### src/rtl/spi_phase_pkg.sv
package spi_phase_pkg;
  localparam int WORD_W  = 32;
  localparam int CMD_W   = 16;
  localparam int ADDR_W  = 32;
  localparam int CMD_LW  = 4;
  localparam int ADDR_LW = 6;
  localparam int DUM_LW  = 8;
  localparam int DAT_LW  = 9;
  localparam int CNT_W   = 9;
  localparam int NSLOT   = 5;
  localparam int WIDE_W  = 2 * WORD_W;

  localparam logic [2:0] SLOT_END = 3'd5;
  localparam logic [2:0] SLOT_ARM = 3'd6;

  typedef enum logic [2:0] {
    PH_CMD   = 3'd0,
    PH_ADDR  = 3'd1,
    PH_OUT   = 3'd2,
    PH_DUMMY = 3'd3,
    PH_IN    = 3'd4,
    PH_NONE  = 3'd5
  } phase_e;

  typedef struct packed {
    logic               cmd_en;
    logic               addr_en;
    logic               out_en;
    logic               dum_en;
    logic               in_en;
    logic               tx_lo;
    logic               rx_lo;
    logic [CMD_LW-1:0]  cmd_len;
    logic [ADDR_LW-1:0] addr_len;
    logic [DUM_LW-1:0]  dum_len;
    logic [DAT_LW-1:0]  out_len;
    logic [DAT_LW-1:0]  in_len;
    logic [CMD_W-1:0]   cmd_val;
    logic [ADDR_W-1:0]  addr_val;
    logic [WORD_W-1:0]  tx_word;
  } cfg_t;

  // Order of phases within a frame; the dummy slot moves with the read phase.
  function automatic phase_e phase_at(input logic [2:0] slot, input logic rx_on);
    case (slot)
      3'd0:    phase_at = PH_CMD;
      3'd1:    phase_at = PH_ADDR;
      3'd2:    phase_at = rx_on ? PH_OUT : PH_DUMMY;
      3'd3:    phase_at = rx_on ? PH_DUMMY : PH_OUT;
      3'd4:    phase_at = rx_on ? PH_IN : PH_NONE;
      default: phase_at = PH_NONE;
    endcase
  endfunction

  function automatic logic phase_on(input phase_e p, input cfg_t c);
    case (p)
      PH_CMD:   phase_on = c.cmd_en;
      PH_ADDR:  phase_on = c.addr_en;
      PH_OUT:   phase_on = c.out_en;
      PH_DUMMY: phase_on = c.dum_en;
      PH_IN:    phase_on = c.in_en;
      default:  phase_on = 1'b0;
    endcase
  endfunction

  // Bit count minus one for a phase.
  function automatic logic [CNT_W-1:0] phase_len(input phase_e p, input cfg_t c);
    case (p)
      PH_CMD:   phase_len = CNT_W'(c.cmd_len);
      PH_ADDR:  phase_len = CNT_W'(c.addr_len);
      PH_OUT:   phase_len = CNT_W'(c.out_len);
      PH_DUMMY: phase_len = CNT_W'(c.dum_len);
      PH_IN:    phase_len = CNT_W'(c.in_len);
      default:  phase_len = '0;
    endcase
  endfunction

  // First enabled slot after 'from' (or from the top when restart is set).
  function automatic logic [2:0] next_slot(input logic [2:0] from, input logic restart,
                                           input cfg_t c);
    logic [2:0] r;
    r = SLOT_END;
    for (int s = NSLOT - 1; s >= 0; s--) begin
      if ((restart || 3'(s) > from) && phase_on(phase_at(3'(s), c.in_en), c))
        r = 3'(s);
    end
    return r;
  endfunction

  function automatic logic [WORD_W-1:0] byte_swap(input logic [WORD_W-1:0] w);
    logic [WORD_W-1:0] r;
    for (int b = 0; b < WORD_W / 8; b++)
      r[8*b +: 8] = w[WORD_W - 8*(b+1) +: 8];
    return r;
  endfunction

  // Serial bit for the current phase; cnt is the low-justified bit index.
  function automatic logic tx_bit(input phase_e p, input logic [CNT_W-1:0] cnt,
                                  input cfg_t c);
    logic [WIDE_W-1:0] t;
    logic [CNT_W-1:0]  elapsed;
    t = '0;
    elapsed = c.out_len - cnt;
    case (p)
      PH_CMD:  t = WIDE_W'(c.cmd_val) >> cnt;
      PH_ADDR: t = WIDE_W'(c.addr_val) >> cnt;
      PH_OUT: begin
        if (c.tx_lo) t = WIDE_W'(byte_swap(c.tx_word) << elapsed) >> (WORD_W - 1);
        else         t = WIDE_W'(c.tx_word) >> cnt;
      end
      default: t = '0;
    endcase
    return t[0];
  endfunction

  // Place the collected bits in the result word.
  function automatic logic [WORD_W-1:0] rx_final(input logic [WORD_W-1:0] sh,
                                                 input logic [DAT_LW-1:0] len_m1,
                                                 input logic lo_first);
    logic [DAT_LW:0]   n;
    logic [WORD_W-1:0] w;
    n = {1'b0, len_m1} + 1'b1;
    if (n < (DAT_LW+1)'(WORD_W)) w = sh << ((DAT_LW+1)'(WORD_W) - n);
    else                         w = sh;
    return lo_first ? byte_swap(w) : w;
  endfunction
endpackage

### src/rtl/spi_cfg_regs.sv
module spi_cfg_regs
  import spi_phase_pkg::*;
(
  input  logic              clk,
  input  logic              rst_n,
  input  logic              reg_wr,
  input  logic [2:0]        reg_addr,
  input  logic [WORD_W-1:0] reg_wdata,
  output logic [WORD_W-1:0] reg_rdata,
  input  logic              busy,
  input  logic [WORD_W-1:0] rx_word,
  output logic              start_acc,
  output cfg_t              shadow
);
  localparam logic [2:0] IX_CTRL = 3'd0;
  localparam logic [2:0] IX_MODE = 3'd1;
  localparam logic [2:0] IX_LENA = 3'd2;
  localparam logic [2:0] IX_LENB = 3'd3;
  localparam logic [2:0] IX_CMD  = 3'd4;
  localparam logic [2:0] IX_ADDR = 3'd5;
  localparam logic [2:0] IX_TX   = 3'd6;
  localparam logic [2:0] IX_RX   = 3'd7;
  localparam int GO_BIT = 18;

  cfg_t live;

  assign start_acc = reg_wr && (reg_addr == IX_CTRL) && reg_wdata[GO_BIT] && !busy;

  always_ff @(posedge clk or negedge rst_n) begin
    if (!rst_n) begin
      live <= '0;
    end else if (reg_wr) begin
      case (reg_addr)
        IX_MODE: begin
          live.cmd_en  <= reg_wdata[0];
          live.addr_en <= reg_wdata[1];
          live.out_en  <= reg_wdata[2];
          live.dum_en  <= reg_wdata[3];
          live.in_en   <= reg_wdata[4];
          live.tx_lo   <= reg_wdata[5];
          live.rx_lo   <= reg_wdata[6];
        end
        IX_LENA: begin
          live.cmd_len  <= reg_wdata[CMD_LW-1:0];
          live.addr_len <= reg_wdata[8 +: ADDR_LW];
          live.dum_len  <= reg_wdata[16 +: DUM_LW];
        end
        IX_LENB: begin
          live.out_len <= reg_wdata[DAT_LW-1:0];
          live.in_len  <= reg_wdata[16 +: DAT_LW];
        end
        IX_CMD:  live.cmd_val  <= reg_wdata[CMD_W-1:0];
        IX_ADDR: live.addr_val <= reg_wdata[ADDR_W-1:0];
        IX_TX:   live.tx_word  <= reg_wdata;
        default: ;
      endcase
    end
  end

  always_ff @(posedge clk or negedge rst_n) begin
    if (!rst_n)         shadow <= '0;
    else if (start_acc) shadow <= live;
  end

  always_comb begin
    reg_rdata = '0;
    case (reg_addr)
      IX_CTRL: reg_rdata[GO_BIT] = busy;
      IX_MODE: reg_rdata[6:0] = {live.rx_lo, live.tx_lo, live.in_en, live.dum_en,
                                 live.out_en, live.addr_en, live.cmd_en};
      IX_LENA: begin
        reg_rdata[CMD_LW-1:0]   = live.cmd_len;
        reg_rdata[8 +: ADDR_LW] = live.addr_len;
        reg_rdata[16 +: DUM_LW] = live.dum_len;
      end
      IX_LENB: begin
        reg_rdata[DAT_LW-1:0]   = live.out_len;
        reg_rdata[16 +: DAT_LW] = live.in_len;
      end
      IX_CMD:  reg_rdata[CMD_W-1:0]  = live.cmd_val;
      IX_ADDR: reg_rdata[ADDR_W-1:0] = live.addr_val;
      IX_TX:   reg_rdata = live.tx_word;
      IX_RX:   reg_rdata = rx_word;
      default: reg_rdata = '0;
    endcase
  end
endmodule

### src/rtl/spi_phase_seq.sv
module spi_phase_seq
  import spi_phase_pkg::*;
(
  input  logic   clk,
  input  logic   rst_n,
  input  logic   clk_en,
  input  logic   start_acc,
  input  cfg_t   cfg,
  output logic   busy,
  output logic   sclk,
  output logic   mosi,
  output logic   sample_tick,
  output logic   frame_end,
  output phase_e cur_phase
);
  logic [2:0]       slot;
  logic [2:0]       nxt;
  logic [CNT_W-1:0] cnt;
  phase_e           nxt_ph;

  assign cur_phase   = phase_at(slot, cfg.in_en);
  assign nxt         = next_slot(slot, slot == SLOT_ARM, cfg);
  assign nxt_ph      = phase_at(nxt, cfg.in_en);
  assign frame_end   = busy && (slot == SLOT_END);
  assign sample_tick = busy && clk_en && !sclk && (cur_phase == PH_IN);
  assign mosi        = busy ? tx_bit(cur_phase, cnt, cfg) : 1'b0;

  always_ff @(posedge clk or negedge rst_n) begin
    if (!rst_n) begin
      busy <= 1'b0;
      sclk <= 1'b0;
      slot <= SLOT_END;
      cnt  <= '0;
    end else if (start_acc) begin
      busy <= 1'b1;
      sclk <= 1'b0;
      slot <= SLOT_ARM;
      cnt  <= '0;
    end else if (busy) begin
      if (slot == SLOT_ARM) begin
        slot <= nxt;
        cnt  <= phase_len(nxt_ph, cfg);
      end else if (slot == SLOT_END) begin
        busy <= 1'b0;
      end else if (clk_en) begin
        if (!sclk) begin
          sclk <= 1'b1;
        end else begin
          sclk <= 1'b0;
          if (cnt == '0) begin
            slot <= nxt;
            cnt  <= phase_len(nxt_ph, cfg);
          end else begin
            cnt <= cnt - 1'b1;
          end
        end
      end
    end
  end
endmodule

### src/rtl/spi_rx_collect.sv
module spi_rx_collect
  import spi_phase_pkg::*;
(
  input  logic              clk,
  input  logic              rst_n,
  input  logic              start_acc,
  input  logic              sample_tick,
  input  logic              miso,
  input  logic              frame_end,
  input  logic              in_en,
  input  logic              rx_lo,
  input  logic [DAT_LW-1:0] in_len,
  output logic [WORD_W-1:0] rx_word
);
  logic [WORD_W-1:0] sh;

  always_ff @(posedge clk or negedge rst_n) begin
    if (!rst_n)           sh <= '0;
    else if (start_acc)   sh <= '0;
    else if (sample_tick) sh <= {sh[WORD_W-2:0], miso};
  end

  always_ff @(posedge clk or negedge rst_n) begin
    if (!rst_n)                  rx_word <= '0;
    else if (frame_end && in_en) rx_word <= rx_final(sh, in_len, rx_lo);
  end
endmodule

### src/rtl/phased_spi_master.sv
module phased_spi_master
  import spi_phase_pkg::*;
(
  input  logic        clk,
  input  logic        rst_n,
  input  logic        clk_en,
  input  logic        reg_wr,
  input  logic [2:0]  reg_addr,
  input  logic [31:0] reg_wdata,
  output logic [31:0] reg_rdata,
  output logic        sclk,
  output logic        mosi,
  input  logic        miso,
  output logic        cs_n
);
  logic              busy;
  logic              start_acc;
  logic              sample_tick;
  logic              frame_end;
  phase_e            cur_phase;
  cfg_t              shadow;
  logic [WORD_W-1:0] rx_word;

  assign cs_n = ~busy;

  spi_cfg_regs u_regs (
    .clk(clk), .rst_n(rst_n), .reg_wr(reg_wr), .reg_addr(reg_addr),
    .reg_wdata(reg_wdata), .reg_rdata(reg_rdata), .busy(busy),
    .rx_word(rx_word), .start_acc(start_acc), .shadow(shadow)
  );

  spi_phase_seq u_seq (
    .clk(clk), .rst_n(rst_n), .clk_en(clk_en), .start_acc(start_acc),
    .cfg(shadow), .busy(busy), .sclk(sclk), .mosi(mosi),
    .sample_tick(sample_tick), .frame_end(frame_end), .cur_phase(cur_phase)
  );

  spi_rx_collect u_rx (
    .clk(clk), .rst_n(rst_n), .start_acc(start_acc), .sample_tick(sample_tick),
    .miso(miso), .frame_end(frame_end), .in_en(shadow.in_en),
    .rx_lo(shadow.rx_lo), .in_len(shadow.in_len), .rx_word(rx_word)
  );
endmodule

### config.mk
export PLATFORM = sky130hd
export DESIGN_NAME = phased_spi_master
export DESIGN_NICKNAME = d
export VERILOG_FILES = /design/src/rtl/spi_phase_pkg.sv /design/src/rtl/spi_cfg_regs.sv /design/src/rtl/spi_phase_seq.sv /design/src/rtl/spi_rx_collect.sv /design/src/rtl/phased_spi_master.sv
export SDC_FILE = /design/constraint.sdc
export NUM_CORES = 1
export LEC_CHECK = 0
export BUFFER_PORTS_ARGS = -buffer_cell sky130_fd_sc_hd__buf_2
export CAP_MARGIN = 20
export CORE_MARGIN = 1
export CORE_UTILIZATION = 55
export CTS_BUF_LIST = sky130_fd_sc_hd__clkbuf_8
export DETAILED_ROUTE_END_ITERATION = 10
export HOLD_SLACK_MARGIN = 0.02
export PLACE_DENSITY = 0.7
export SLEW_MARGIN = 15
export SYNTH_ARGS = -nofsm -noshare
export SYNTH_HDL_FRONTEND = slang
export SYNTH_HIERARCHICAL = 1
export SYNTH_SLANG_ARGS = --single-unit
### constraint.sdc
create_clock -name clk -period 3.2 [get_ports clk]
set_input_delay 0.16 -clock clk [delete_from_list [all_inputs] [get_ports clk]]
set_output_delay 0.16 -clock clk [all_outputs]
set_load 0.01 [all_outputs]
Word-level counts from Yosys, hierarchy flattened
Index checks and enable logic that the tools add are counted.
Widths: inputs -> output; s select.
- register bits after elaboration: 324
- input port bits: 40
- output and inout bits: 35
- magnitude comparators: 6
- reductions and logical operators: 44
- add/subtract/negate cells: 4
- equal/unequal tests: 39
- shifts and indexed selects: 5
- multiplexer cells: 56
- bitwise logic cells: 1
- operators by type and width (operator ; number):
    $mux 32 ; 4
    $shr 32x9->1 ; 2
    $mux 9 ; 7
    $pmux 5 s5 ; 2
    $eq 3x2->1 const B ; 15
    $pmux 9 s5 ; 1
    $eq 3x3->1 const B ; 13
    $mux 3 ; 11
    $shl 32x10->32 ; 1
    $shl 32x9->32 ; 1
    $pmux 3 s5 ; 2
    $pmux 4 s7 ; 1
    $eq 3x1->1 const B ; 8
    $logic_not 3->1 ; 8
    $pmux 7 s3 ; 1
    $pmux 1 s5 ; 4
    $pmux 3 s6 ; 1
    $mux 1 ; 16
    $shr 16x9->1 ; 1
    $logic_and 1x1->1 ; 13
    $pmux 1 s6 ; 2
    $reduce_and 2->1 ; 6
    $add 9x1->10 const B ; 1
    $lt 10x6->1 const B ; 1
    20 further kinds ; 33

Logic depth before layout (Yosys ltp)
Gate-level depths: netlist (run 1).
- depth after elaboration: 20
- gate-level depth with buffers: 12
- gate-level depth less buffers: 10

By module
The synthesis (run 1) kept the hierarchy.
- by module, submodules not included (module ; area an instance (sq um) ; cells each ; times used):
    spi_cfg_regs ; 10649.0 ; 728 ; 1
    spi_rx_collect ; 5053.6 ; 502 ; 1
    spi_phase_seq ; 2663.8 ; 313 ; 1
    phased_spi_master ; 3.8 ; 1 ; 1

Worst setup path after synthesis (run 1)
OpenSTA, ideal clock, no wires.
- kind: register -> register
- start point: register u_seq.cnt[0]
- end point: register u_seq.cnt[3]
- path slack: 0.437 ns
- cell stages (with the launch flop): 12
- period minus slack after synthesis: 2.763 ns
- data required time: 3.133 ns
- arrival time: 2.696 ns
- cell sequence: dfrtp_1 buf_2 buf_2 buf_2 inv_1 ha_1 or4b_4 nor2_2 nor2_1 or4_4 a31oi_1 a311o_1
- longest elaborated chain between the ends: 8
- elaborated cells between the ends (all ways): 9
- those cells by class: 1 x add/sub; 7 x mux; 1 x reduce/logical
- ends and longest elaborated chain (item ; line ; source):
    from (decl) ; spi_phase_seq.sv:18 ; logic [CNT_W-1:0] cnt;
    from (signal assigned) ; spi_phase_seq.sv:42 ; cnt <= phase_len(nxt_ph, cfg);
    from (signal assigned) ; spi_phase_seq.sv:52 ; cnt <= phase_len(nxt_ph, cfg);
    from (signal assigned) ; spi_phase_seq.sv:54 ; cnt <= cnt - 1'b1;
    $sub 9x1->9 / $logic_not 9->1 (equally long branches) ; spi_phase_seq.sv:54, spi_phase_seq.sv:50 ;
    $mux 9 * ; spi_phase_seq.sv:50 ; if (cnt == '0) begin
    $mux 9 * ; spi_phase_seq.sv:46 ; if (!sclk) begin
    $mux 9 * ; spi_phase_seq.sv:45 ; end else if (clk_en) begin
    $mux 9 * ; spi_phase_seq.sv:43 ; end else if (slot == SLOT_END) begin
    $mux 9 * ; spi_phase_seq.sv:40 ; if (slot == SLOT_ARM) begin
    $mux 9 * ; spi_phase_seq.sv:39 ; end else if (busy) begin
    $mux 9 * ; spi_phase_seq.sv:34 ; end else if (start_acc) begin
Mark *: on every way between the ends. The rest lies on a longest branch, timed or not. The select of a mux whose other input is x is not followed.
A chain may end at the register's enable or synchronous reset.

Worst setup path after layout (run 1)
- start point: register u_seq.slot[0]
- end point: output mosi
- longest elaborated chain between the ends: 5
- elaborated cells between the ends (all ways): 11
- those cells by class: 6 x eq/ne; 3 x mux; 2 x reduce/logical
- ends and longest elaborated chain (item ; line ; source):
    from (decl) ; spi_phase_seq.sv:16 ; logic [2:0] slot;
    from (signal assigned) ; spi_phase_seq.sv:41 ; slot <= nxt;
    from (signal assigned) ; spi_phase_seq.sv:51 ; slot <= nxt;
    $eq 3x3->1 (tied with other cells) ; spi_phase_pkg.sv:45 ; case (slot)
    $pmux 3 s5 * ; spi_phase_pkg.sv:45 ;
    $eq 3x2->1 (tied with other cells) ; spi_phase_pkg.sv:104 ; case (p)
    $pmux 1 s3 * ; spi_phase_pkg.sv:104 ;
    $mux 1 * ; spi_phase_seq.sv:26 ; assign mosi = busy ? tx_bit(cur_phase, cnt, cfg) : 1'b0;
    to (decl) ; phased_spi_master.sv:12 ; output logic mosi,
Mark *: on every way between the ends. The rest lies on a longest branch, timed or not.

==> results of run 1 <==
per-stage QoR:
step | hold WS [ns] | setup slack (ns)
floorplan | -0.136 | 0.437
global placement | 0.138 | 0.120
detailed placement | 0.139 | 0.123
CTS | 0.0273 | -0.222
global route | 0.0841 | -0.269
finish | 0.0488 | -0.209
final timing paths:
| path | start | endpoint | slack (ns) | cells past startpoint |
|---|---|---|---|---|
| worst max-delay path | u_seq/slot[0] | mosi | -0.21 | 8 |
| worst min-delay path | rst_n | u_regs/shadow[7] | 0.05 | 2 |
| worst max register to register | u_regs/shadow[81] | u_rx/rx_word[20] | 0.19 | 8 |
| worst min register to register | u_regs/shadow[53] | u_regs/shadow[53] | 0.49 | 1 |
| max in group asynchronous | rst_n | u_seq/slot[0] | 2.23 | 3 |
| min in group clk | reg_wr | u_regs/live[14] | 0.10 | 3 |
flip-flops by register name (all words and copies together), names as in the netlist:
name and flops:
u_regs/live 123, u_regs/shadow 123, u_rx/rx_word 32, u_rx/sh 32, u_seq/cnt 9, u_seq/slot 3
u_seq/busy 1, u_seq/sclk 1
worst max-delay path: stages, from the launching register on:
cell,delay [ns]
dfstp_2,0.53
nor3b_4,0.22
buf_12,0.18
mux4_2,0.56
mux4_2,0.49
or4b_1,0.17
and3_1,0.19
o41ai_4,0.11
buf_2,0.16
routing by layer:
layer,part of all wire [%],wire [um]
met5,0.024,13
met4,3.5,1880
met3,7.3,3980
met1,44,23900
met2,45,24700
area by class of cell:
class,count,area [um2]
fillers,2697,11900
diodes,1,2.50
well taps,442,553
clock buffers,68,936
multi-input cells,1071,9590
clock inverters,28,123
repair buffers,180,1380
inverters,31,116
flip-flops and latches,324,8110
layout by cell type, fill, tap and decap left out, drive strengths merged, types with 9 or more instances in the layout:
cell           n
dfrtp        322
mux2         279
buf          145
nand2         98
mux2i         95
nor2          88
clkbuf        68
mux4          62
inv           54
o21ai         52
a21oi         47
dlygate4sd3   35
a22oi         26
nand3         25
a31oi         18
nor2b         18
nor3          15
and2          14
o211ai        13
o22ai         12
and3          11
ha            11
nand4         11
o221ai        10
xnor2          9
report_power, final:
group / total [mW] / leakage (nW) / switching, mW / internal, mW
Clock: 3.59 / 0.634 / 1.70 / 1.90
Sequential: 6.37 / 4.12 / 1.14 / 5.23
Combinational: 7.44 / 4.52 / 3.93 / 3.51
Total: 17.4 / 9.27 / 6.76 / 10.6
repair_timing:
| item | CTS | global route |
|---|---|---|
| hold endpoints to repair | 447 | 0 |
| setup endpoints to repair | 1 | 2 |
| gates resized for setup | 14 | 3 |
| pin swaps | 4 | 4 |
| buffers inserted | 3 | 2 |
| hold buffers | 35 | 0 |
==> flow_summary_export.csv, run 1 <==
group,metric,value,unit
run_status,status,"complete, but fails checks",
run_status,violations,"setup timing",
sta,fin_crit_sh,107,%
global_route,grt_pass1_wl,84.0,mm
sta,skew,0.0394,ns
floorplanning,start_util,56.1,%
sta,timing.fmax,293,MHz
routing,dr.pass1.iters,7,
floorplanning,die_width,185,um
sta,finalMaxSlewViolations,0,
synth,yosys_warnings,6,
finish,final_area,0.0208,mm2
floorplanning,io_pins,75,
global_route,grt_use_met3,5.37,%
power_and_ir_drop,p_leak,9.27,nW
synth,avgSynthCellArea,11.9,um2
sta,layout_min_cycle_time,3.41,ns
global_route,antenna_found_initial,1,
hold_path,min_path_type,"in2async",
routing,wl_per_cell,25.4,um
critical_path,cp-end-kind,"output port",
sta,worstMarginPinSlew,1.11,ns
synth,synth_nets,1591,
routing,drc,0,
cts,cts.root.buffer_cell,"clkbuf_8",
sta,slew_headroom,26.1,%
place,gp_congestion,0.985,
global_route,grt-ovfl-total,0,
cts,clock_sinks,324,
global_route,gr-usage-met2,50.5,%
routing,first_iter_violations,1489,
routing,finalWirelength,54.4,mm
finish,finalNonFillerCells,2145,
sta,rsz0062_at_grt,"yes",
global_route,top_usage_layer,"met2",
global_route,grt_pass1_vias,13763,
floorplanning,core_area,0.0327,mm2
synth,synth_cells,1539,
floorplanning,fp.dieH,185,um
finish,drive_above_1_share,32.5,%
power_and_ir_drop,p_per_area,836,mW/mm2
routing,routed_via_density,6.42,
critical_path,cp-start-kind,"flip-flop",
finish,post-route-util,63.6,%
cts,clock_latency,0.66,ns
critical_path,critPathArrivalTime,3.25,ns
finish,syn2layout_area_growth,13.4,%
sta,setup_viol,1,
global_route,grt_use_met1,47.5,%
critical_path,criticalPathCategory,"reg2out",
sta,fin_ws,-0.209,ns
place,portBuffers,74,
power_and_ir_drop,finalPower,17.4,mW
global_route,grt_util_all_layers,33.1,%
finish,layout.nets,1714,
power_and_ir_drop,ir_drop,479,uV
routing,drtAntennaViolNets,0,
place,hpwl,38.2,mm
floorplanning,rows,66,
cts,cts_tree,"yes",
critical_path,required,3.04,ns
sta,finalHoldViolations,0,
global_route,grt_max_degree,124,
flow_run,cap_violations,0,
place,place_area,0.0193,mm2
cts,clkTransAtPathRegs,0.07,ns
routing,vias,13778,
floorplanning,die_area,0.0341,mm2
sta,setup_tns,-0.209,ns
cts,clockBufferDepth,3,
critical_path,worst-path-max-fanout,5,
place,dp_cells,2008,
cts,htree_levels,2,
cts,cts-buffers-inserted,54,
synth,synthesis.area,0.0183,mm2
Note: power is estimated with default switching activity, not from simulation.
==> run 2, diff against run 1 <==
CORE_MARGIN = 8   (was 1)
CTS_BUF_LIST = sky130_fd_sc_hd__clkbuf_16   (was sky130_fd_sc_hd__clkbuf_8)
==> run 2 against run 1 <==
  * The flow still finishes with violations (setup timing)
  * Combinational power is 0.5% higher
  * Cell area is 0.74% higher
  * Utilization is 0.49 points lower
  * Hold slack better by 0.14 ns
  * Count of clock-buffer cells in the layout is 30 lower
  * First-iteration DRC count is 5.2% higher
  * Non-clock buffer count is 8 lower
  * Global-route usage is 4.5 points lower
  * Critical endpoint unchanged
==> flow_summary_export.csv, run 2 (synthesis results as in run 1) <==
group,metric,value,unit
run_status,status,"complete, but fails checks",
run_status,violations,"setup timing",
finish,layout.nets,1690,
finish,antenna_cells,0,
sta,rsz0062_at_grt,"yes",
sta,setup_viol,1,
sta,skew,0.0117,ns
sta,finalMaxSlewViolations,0,
global_route,antenna_found_initial,5,
cts,clock_latency,0.56,ns
critical_path,crit_chain,"nor3b_4, buf_12, mux4_2, mux4_2, or4b_1, and3_4, o41ai_4, buf_2",
critical_path,cp_common_cell,"mux4_2",
finish,regArea,0.00811,mm2
cts,htree_levels,2,
routing,drtAntennaViolNets,0,
finish,reg_top3,"u_regs/live: 123 flops, u_regs/shadow: 123 flops",
cts,cts-buffers-inserted,38,
place,gp_congestion,0.935,
sta,slew_headroom,50.2,%
global_route,grt_max_degree,124,
critical_path,criticalPathCategory,"reg2out",
critical_path,cp-endpoint,"mosi",
critical_path,cp.buffers_inverters,2,
floorplanning,core_area,0.0332,mm2
finish,final_area,0.0210,mm2
sta,timing.fmax,302,MHz
critical_path,ff2ff_setup_slack,0.17,ns
sta,finalHoldViolations,0,
hold_path,min_path_type,"in2async",
critical_path,r2r_end,"u_rx/rx_word[1]",
power_and_ir_drop,p_leak,9.23,nW
sta,hold_slack,0.189,ns
critical_path,cp-start-kind,"flip-flop",
critical_path,rr_startpoint,"u_regs/shadow[81]",
routing,first_iter_violations,1566,
critical_path,cpPeakStageDelay,0.55,ns
routing,dr.pass1.iters,6,
cts,clock_sinks,324,
floorplanning,io_pins,75,
routing,finalWirelength,55.9,mm
finish,mostFrequentLayoutCell,"dfrtp_1",
global_route,grt-ovfl-total,0,
floorplanning,fp.dieH,199,um
place,place_area,0.0193,mm2
sta,layout_min_cycle_time,3.32,ns
critical_path,cp-end-kind,"output port",
sta,fin_crit_sh,104,%
sta,setup_tns,-0.115,ns
critical_path,r2r_cells,9,
sta,fin_ws,-0.115,ns
finish,post-route-util,63.2,%
critical_path,cp_num_cells,8,
finish,multiInputGateArea,0.00961,mm2
power_and_ir_drop,finalPower,18.2,mW
routing,routed_via_density,6.54,
critical_path,required,3.04,ns
critical_path,critPathArrivalTime,3.16,ns
power_and_ir_drop,p_per_area,867,mW/mm2
place,portBuffers,74,
routing,vias,13842,
cts,cts.root.buffer_cell,"clkbuf_16",
routing,wl_per_cell,26.4,um
global_route,grt_pass1_wl,86.0,mm
floorplanning,die_area,0.0395,mm2
sta,worstMarginPinSlew,0.747,ns
routing,drc,0,
floorplanning,start_util,55.3,%
finish,layout_common_cells,"dfrtp_1 (322), mux2_2 (218), nand2_1 (98), mux2i_1 (94), nor2_1 (86)",
global_route,grt_pass1_vias,13766,
flow_run,cap_violations,0,
floorplanning,rows,67,
critical_path,cp-startpoint,"u_seq/slot[0]",
finish,syn2layout_area_growth,14.3,%
global_route,grt_util_all_layers,28.6,%
power_and_ir_drop,ir_drop,507,uV
floorplanning,die_width,199,um
place,hpwl,39.8,mm
critical_path,crit_path_top_delay_cell,"mux4_2",
critical_path,worst-path-max-fanout,5,
cts,clkTransAtPathRegs,0.06,ns
critical_path,path_delay_family,"multiplexers",
cts,clockBufferDepth,3,
cts,cts_tree,"yes",
finish,nFillCells,2636,
finish,drive_above_1_share,31.9,%
## run 2: cell types whose count changed in the layout (fill, tap and decap cells not counted), sizes merged
| cell | delta |
|---|---|
| clkbuf | -30 |
| buf | -8 |
| diode | -1 |
| bufinv | +4 |
| inv | -16 |
| clkinv | +12 |
| clkinvlp | +3 |
## run 2: final cells by class
| class | instances | area share, % |
|---|---|---|
| Multi-Input combinational cell | 1071 | 45.8 |
| Clock buffer | 38 | 4.54 |
| Tap cell | 448 | 2.67 |
| Inverter | 31 | 0.555 |
| Sequential cell | 324 | 38.7 |
| Timing Repair Buffer | 172 | 6.43 |
| Clock inverter | 31 | 1.29 |
## run 2: timing repair
item,4_1_cts,5_1_grt
cloned,0,0
setup endpoints to repair,1,1
hold endpoints to repair,200,0
pin swaps,2,3
setup buffers,2,0
hold buffers,35,0
resized for setup,6,10
## run 2: how the worst min path moves through the flow
stage                 from              end  cells past startpoint
finish               rst_n      u_rx/sh[16]                      2
global route        reg_wr  u_regs/live[88]                      4
CTS                 reg_wr  u_regs/live[88]                      4
detailed placement   rst_n      u_rx/sh[12]                      1
global placement     rst_n      u_rx/sh[12]                      1
floorplan            rst_n   u_regs/live[0]                      0
## run 2: per-layer routing
layer	wire, um	share of wire (%)	track usage (%)	up-vias
li1	-	-	-	5999
met1	23500	42	39.0	7182
met2	26400	47	44.8	543
met3	4290	7.7	6.55	116
met4	1750	3.1	9.33	2
met5	13	0.023	0	-
## run 2: power breakdown
| part | switching (mW) | total, mW | internal, mW |
|---|---|---|---|
| Combinational | 4.00 | 7.48 | 3.48 |
| Clock | 1.79 | 4.29 | 2.50 |
| Sequential | 1.17 | 6.41 | 5.23 |
| Total | 6.96 | 18.2 | 11.2 |
## run 2: stage by stage
stage | worst slack (ns) | std cells
2_1_floorplan | 0.437 | 1539
3_3_place_gp | 0.149 | 2009
3_5_place_dp | 0.139 | 2009
4_1_cts | -0.108 | 2115
5_1_grt | -0.180 | 2115
6_report | -0.115 | 2115
